[src/rtl/mdm_pkg.sv]
package mdm_pkg;
  localparam int DATA_W  = 8;
  localparam int CTRL_W  = 5;
  localparam int LINES   = 4;
  // line indices, shared by the flag and level nibbles
  localparam int L_CTS = 0;
  localparam int L_DSR = 1;
  localparam int L_RI  = 2;
  localparam int L_DCD = 3;
  localparam int C_LOOP = 4;

  typedef struct packed {
    logic             clearFlags;
    logic             loopMode;
    logic [LINES-1:0] loopLines;  // true-sense levels in line order
  } mdmStrobe_t;
endpackage

[src/rtl/mdm_ctrl.sv]
module mdm_ctrl
  import mdm_pkg::*;
(
  input  logic              clk,
  input  logic              rstN,
  input  logic              regSel,
  input  logic              wrEn,
  input  logic              rdEn,
  input  logic [DATA_W-1:0] wrData,
  input  logic [DATA_W-1:0] statusByte,
  output logic [DATA_W-1:0] rdData,
  output mdmStrobe_t        strobe,
  output logic              dtrN,
  output logic              rtsN,
  output logic              out1N,
  output logic              out2N
);
  logic [CTRL_W-1:0] ctrlQ;
  logic              loopOn;

  always_ff @(posedge clk or negedge rstN) begin
    if (!rstN)               ctrlQ <= '0;
    else if (wrEn && !regSel) ctrlQ <= wrData[CTRL_W-1:0];
  end

  assign loopOn = ctrlQ[C_LOOP];

  always_comb begin
    dtrN  = loopOn | ~ctrlQ[0];
    rtsN  = loopOn | ~ctrlQ[1];
    out1N = loopOn | ~ctrlQ[2];
    out2N = loopOn | ~ctrlQ[3];
  end

  always_comb begin
    strobe.clearFlags       = rdEn && regSel;
    strobe.loopMode         = loopOn;
    strobe.loopLines[L_CTS] = ctrlQ[1];
    strobe.loopLines[L_DSR] = ctrlQ[0];
    strobe.loopLines[L_RI]  = ctrlQ[2];
    strobe.loopLines[L_DCD] = ctrlQ[3];
  end

  always_comb begin
    if (regSel) rdData = statusByte;
    else        rdData = {{(DATA_W-CTRL_W){1'b0}}, ctrlQ};
  end

  p_write_map_r2: assert property (@(posedge clk) disable iff (!rstN)
    (wrEn && !regSel && !wrData[C_LOOP]) |=>
      (dtrN == !$past(wrData[0]) && rtsN == !$past(wrData[1]) &&
       out1N == !$past(wrData[2]) && out2N == !$past(wrData[3])));

  p_loop_quiet_r3: assert property (@(posedge clk) disable iff (!rstN)
    (wrEn && !regSel && wrData[C_LOOP]) |=> ({dtrN, rtsN, out1N, out2N} == 4'hF));

  p_status_ro_r10: assert property (@(posedge clk) disable iff (!rstN)
    (wrEn && regSel) |=> $stable({dtrN, rtsN, out1N, out2N}));
endmodule

[src/rtl/mdm_status.sv]
module mdm_status
  import mdm_pkg::*;
#(
  parameter int SYNC_STAGES = 2
) (
  input  logic              clk,
  input  logic              rstN,
  input  logic [LINES-1:0]  linesN,
  input  mdmStrobe_t        strobe,
  input  logic              irqEnable,
  output logic [DATA_W-1:0] statusByte,
  output logic              modemIrq
);
  localparam int LAST = SYNC_STAGES - 1;

  logic [SYNC_STAGES-1:0][LINES-1:0] syncQ;
  logic [LINES-1:0] srcN, prevN, setVec, flagQ;

  always_ff @(posedge clk or negedge rstN) begin
    if (!rstN) syncQ[0] <= '1;
    else       syncQ[0] <= linesN;
  end

  for (genvar s = 1; s < SYNC_STAGES; s++) begin : g_sync
    always_ff @(posedge clk or negedge rstN) begin
      if (!rstN) syncQ[s] <= '1;
      else       syncQ[s] <= syncQ[s-1];
    end
  end

  assign srcN = strobe.loopMode ? ~strobe.loopLines : syncQ[LAST];

  always_ff @(posedge clk or negedge rstN) begin
    if (!rstN) prevN <= '1;
    else       prevN <= srcN;
  end

  for (genvar i = 0; i < LINES; i++) begin : g_edge
    if (i == L_RI) begin : g_trail
      // true-sense level falls: active-low line goes 0 -> 1
      assign setVec[i] = srcN[i] & ~prevN[i];
    end else begin : g_any
      assign setVec[i] = srcN[i] ^ prevN[i];
    end
  end

  always_ff @(posedge clk or negedge rstN) begin
    if (!rstN) flagQ <= '0;
    else       flagQ <= (flagQ & ~{LINES{strobe.clearFlags}}) | setVec;
  end

  assign statusByte = {~srcN, flagQ};
  assign modemIrq   = irqEnable & (|flagQ);

  p_sticky_r5: assert property (@(posedge clk) disable iff (!rstN)
    !strobe.clearFlags |=> ((flagQ & $past(flagQ)) == $past(flagQ)));

  p_ri_edge_r6: assert property (@(posedge clk) disable iff (!rstN)
    $rose(flagQ[L_RI]) |-> (prevN[L_RI] && !$past(prevN[L_RI])));

  p_clear_r7: assert property (@(posedge clk) disable iff (!rstN)
    (strobe.clearFlags && setVec == '0) |=> (flagQ == '0));
endmodule

[src/rtl/modem_ctl_top.sv]
module modem_ctl_top
  import mdm_pkg::*;
#(
  parameter int SYNC_STAGES = 2
) (
  input  logic        clk,
  input  logic        rstN,
  input  logic        regSel,
  input  logic        wrEn,
  input  logic        rdEn,
  input  logic [7:0]  wrData,
  output logic [7:0]  rdData,
  input  logic        irqEnable,
  input  logic        ctsN,
  input  logic        dsrN,
  input  logic        riN,
  input  logic        dcdN,
  output logic        dtrN,
  output logic        rtsN,
  output logic        out1N,
  output logic        out2N,
  output logic        modemIrq
);
  mdmStrobe_t        strobe;
  logic [DATA_W-1:0] statusByte;
  logic [LINES-1:0]  linesN;

  assign linesN = {dcdN, riN, dsrN, ctsN};

  mdm_ctrl u_ctrl (
    .clk(clk), .rstN(rstN), .regSel(regSel), .wrEn(wrEn), .rdEn(rdEn),
    .wrData(wrData), .statusByte(statusByte), .rdData(rdData),
    .strobe(strobe), .dtrN(dtrN), .rtsN(rtsN), .out1N(out1N), .out2N(out2N)
  );

  mdm_status #(.SYNC_STAGES(SYNC_STAGES)) u_status (
    .clk(clk), .rstN(rstN), .linesN(linesN), .strobe(strobe),
    .irqEnable(irqEnable), .statusByte(statusByte), .modemIrq(modemIrq)
  );
endmodule

[config.mk]
export PLATFORM = sky130hd
export DESIGN_NAME = modem_ctl_top
export DESIGN_NICKNAME = d
export VERILOG_FILES = /design/src/rtl/mdm_pkg.sv /design/src/rtl/mdm_ctrl.sv /design/src/rtl/mdm_status.sv /design/src/rtl/modem_ctl_top.sv
export SDC_FILE = /design/constraint.sdc
export NUM_CORES = 1
export LEC_CHECK = 0
export BUFFER_PORTS_ARGS = -buffer_cell sky130_fd_sc_hd__buf_4
export CORE_MARGIN = 2
export CORE_UTILIZATION = 31
export CTS_BUF_LIST = sky130_fd_sc_hd__clkbuf_16
export DETAILED_ROUTE_END_ITERATION = 7
export GPL_TIMING_DRIVEN = 0
export PLACE_DENSITY = 0.54
export SYNTH_ARGS = -nofsm -noshare
export SYNTH_HDL_FRONTEND = slang
export SYNTH_SLANG_ARGS = --single-unit
[constraint.sdc]
create_clock -name clk -period 1.6 [get_ports clk]
set_input_delay 0.16 -clock clk [delete_from_list [all_inputs] [get_ports clk]]
set_output_delay 0.16 -clock clk [all_outputs]
set_load 0.05 [all_outputs]
==> metrics.txt <==
CP startpoint kind flip-flop; post-synth cell types 19; worst reg2reg startpoint u_ctrl.ctrlQ[4]; Slew @ Worst Pin 269 ps; most frequent cells in the layout 28 x buf_4, 12 x nand2_1, 12 x dfstp_2; Die X-Extent 56.7 µm; post-synthesis sequential area ratio a little over three fifths; status finished clean; largest net degree at the start of global routing 22; CTS H-tree depth 1; count of warnings emitted by yosys 0; GRT Total Usage 12.1%; DRC viols 0; port bufs 27; Clock Latency Late Sink 250 ps; WL final 1710 µm; share of cells above drive strength 1 55.8%; Post-synth ARST share between 90% and 100%; via count 611; number of max-cap violations 0; initial antenna violation count 0; Slew HR between 80% and 90%; RSZ-0062 raised after global routing no; fin nets 123; Post-Synthesis Cells 71; LEAKAGE 0.000558 µW; ys flop type dfstp_2; CTS tree built; clock buffer count from CTS 3; vias per inst about 4.5; R2R cell count 3; Final ANT Viol Nets 0; met3 Use GR 2.30%; Worst Clk Skew 1.59 ps; Syn-to-layout area delta 39.8%; die height about 57 µm; CTS Buffer Depth 2; GP Congestion slightly below 0.7; crit path DAT 1350 ps; slowest stage cell, crit path dfrtp_2; number of global-route vias before repair 677; GR Overflow Total 0; crit path time final 1510 ps; WL/cell 12.7 µm; flops & latches, synth 21; DRT iter0 DRCs 12; Setup crit end kind primary output; CP Cell Sequence inv_2 > mux2i_2 > and2_1 > buf_4; non-filler cells, final roughly 140; Final setup viols 0; Placed Instances 129; max incr delay on CP around 450 ps; core footprint 2690 µm²; hold_sp ctsN; hold path depth 1; final hold violation count 0; Hold Crit Class primary input to flip-flop; Worst Path Required about 1400 ps; Final HPWL DP 1250 µm; Initial Util 32.0%; met1 usage 17.3%; Max Slew Vio Count 0; post-route clock period utilization a little over nine tenths; number of synthesized flops with an enable pin 0; most common cell after layout, fill and taps aside buf_4; PD cells 1350 nW/µm²; Setup CP Type flip-flop to primary output; CP Launch Point u_ctrl.ctrlQ[4]; Sink Count 21; Worst-path clk slew 50 ps; Antenna Cells 0; Root Driver clkbuf_16; IO Count 31; Setup TNS 0 ps; GRT busiest layer met2; die area 3210 µm²; # rows 19; syn_nets 89; DRT Pass-1 Iters 2; first-pass GRT wire length 3000 µm; Max Fclk 662 MHz; GR Util met2 18.4%; total power between 1500 and 2000 µW; Synth Area per Inst 12.1 µm²; Mapped Area 861 µm²; Worst VDD drop 696 µV; crit path max fanout 7
-- cell type report --
| class | count | area [µm²] |
|---|---|---|
| inverter | 3 | 11.3 |
| clock inverter | 1 | 3.75 |
| tap | 31 | 38.8 |
| sequential | 21 | 542 |
| clock buffer | 3 | 75.1 |
| timing repair buffer | 29 | 220 |
| buffer | 2 | 10.0 |
| multi-input combinational | 45 | 303 |
| fill | 254 | 1480 |
-- where the power goes --
part / internal (µW) / switching, µW
combinational: 173 / 280
clock: 332 / 174
sequential: 618 / 53.0
-- worst max-delay path, delay by kind of cell (launching register included) --
kind	cells	cell delay [ps]
flops	1	450
buf+inv	2	270
mux	1	230
simple gates	1	150
-- sequential cells by signal, summed over array words and instances, names as in the netlist --
name            flops
u_status.syncQ      8
u_ctrl.ctrlQ        5
u_status.flagQ      4
u_status.prevN      4
-- Yosys cell counts (all sizes together), types with 3 or more instances --
master | count | share of area [%]
a21oi | 3 | 1.7
and3 | 5 | 4.2
inv | 3 | 1.3
nand2 | 12 | 5.2
dfrtp | 9 | 26
dfstp | 12 | 37
nand2b | 6 | 5.2
o21ai | 5 | 2.9
mux2 | 6 | 7.8
a211o | 3 | 3.1
-- through the flow --
step / instance area [µm²] / hold slack, ps / util, % / worst slack [ps]
CTS: 1200 / 11.9 / 44.8 / 50.7
global placement: 1100 / 54.1 / 41.0 / 130
finish: 1200 / 15.6 / 44.8 / 88.8
floorplan: 861 / -136 / - / 194
detailed placement: 1100 / 56.0 / 41.0 / 146
global route: 1200 / 8.93 / 44.8 / 16.5
-- kinds of logic (layout without fill, tap and decap cells) --
family | Yosys count | count (layout) | share of synthesized area, %
and+or+nand+nor | 26 | 26 | 16.7
DFF | 21 | 21 | 62.8
AOI/OAI and AO/OA | 12 | 12 | 9.01
muxes | 7 | 7 | 9.01
buffers and inverters | 5 | 38 | 2.47
-- worst paths after layout --
| kind | slack (ps) | end |
|---|---|---|
| hold reg to reg | 350 | u_status.syncQ[7] |
| min in group asynchronous | 330 | u_ctrl.ctrlQ[3] |
| setup reg to reg | 390 | u_status.flagQ[3] |
| max in group asynchronous | 990 | u_status.prevN[2] |
| hold / removal | 20 | u_status.syncQ[0] |
| setup / recovery | 90 | rdData[6] |
-- repair_timing --
action / in CTS / in global routing
hold buffers: 1 / 0
endpoints found under the hold margin: 9 / 0
setup buffers: 1 / 0
gates resized for setup: 2 / 1
endpoints found under the setup margin: 1 / 1
pin swaps: 0 / 0
-- per-layer routing --
| metal | part of all wire [%] | wire (µm) |
|---|---|---|
| met5 | 0 | 0 |
| met4 | 0.70 | 12 |
| met3 | 3.7 | 63 |
| met2 | 50 | 852 |
| met1 | 46 | 784 |
Note: power is estimated with default switching activity, not from simulation.
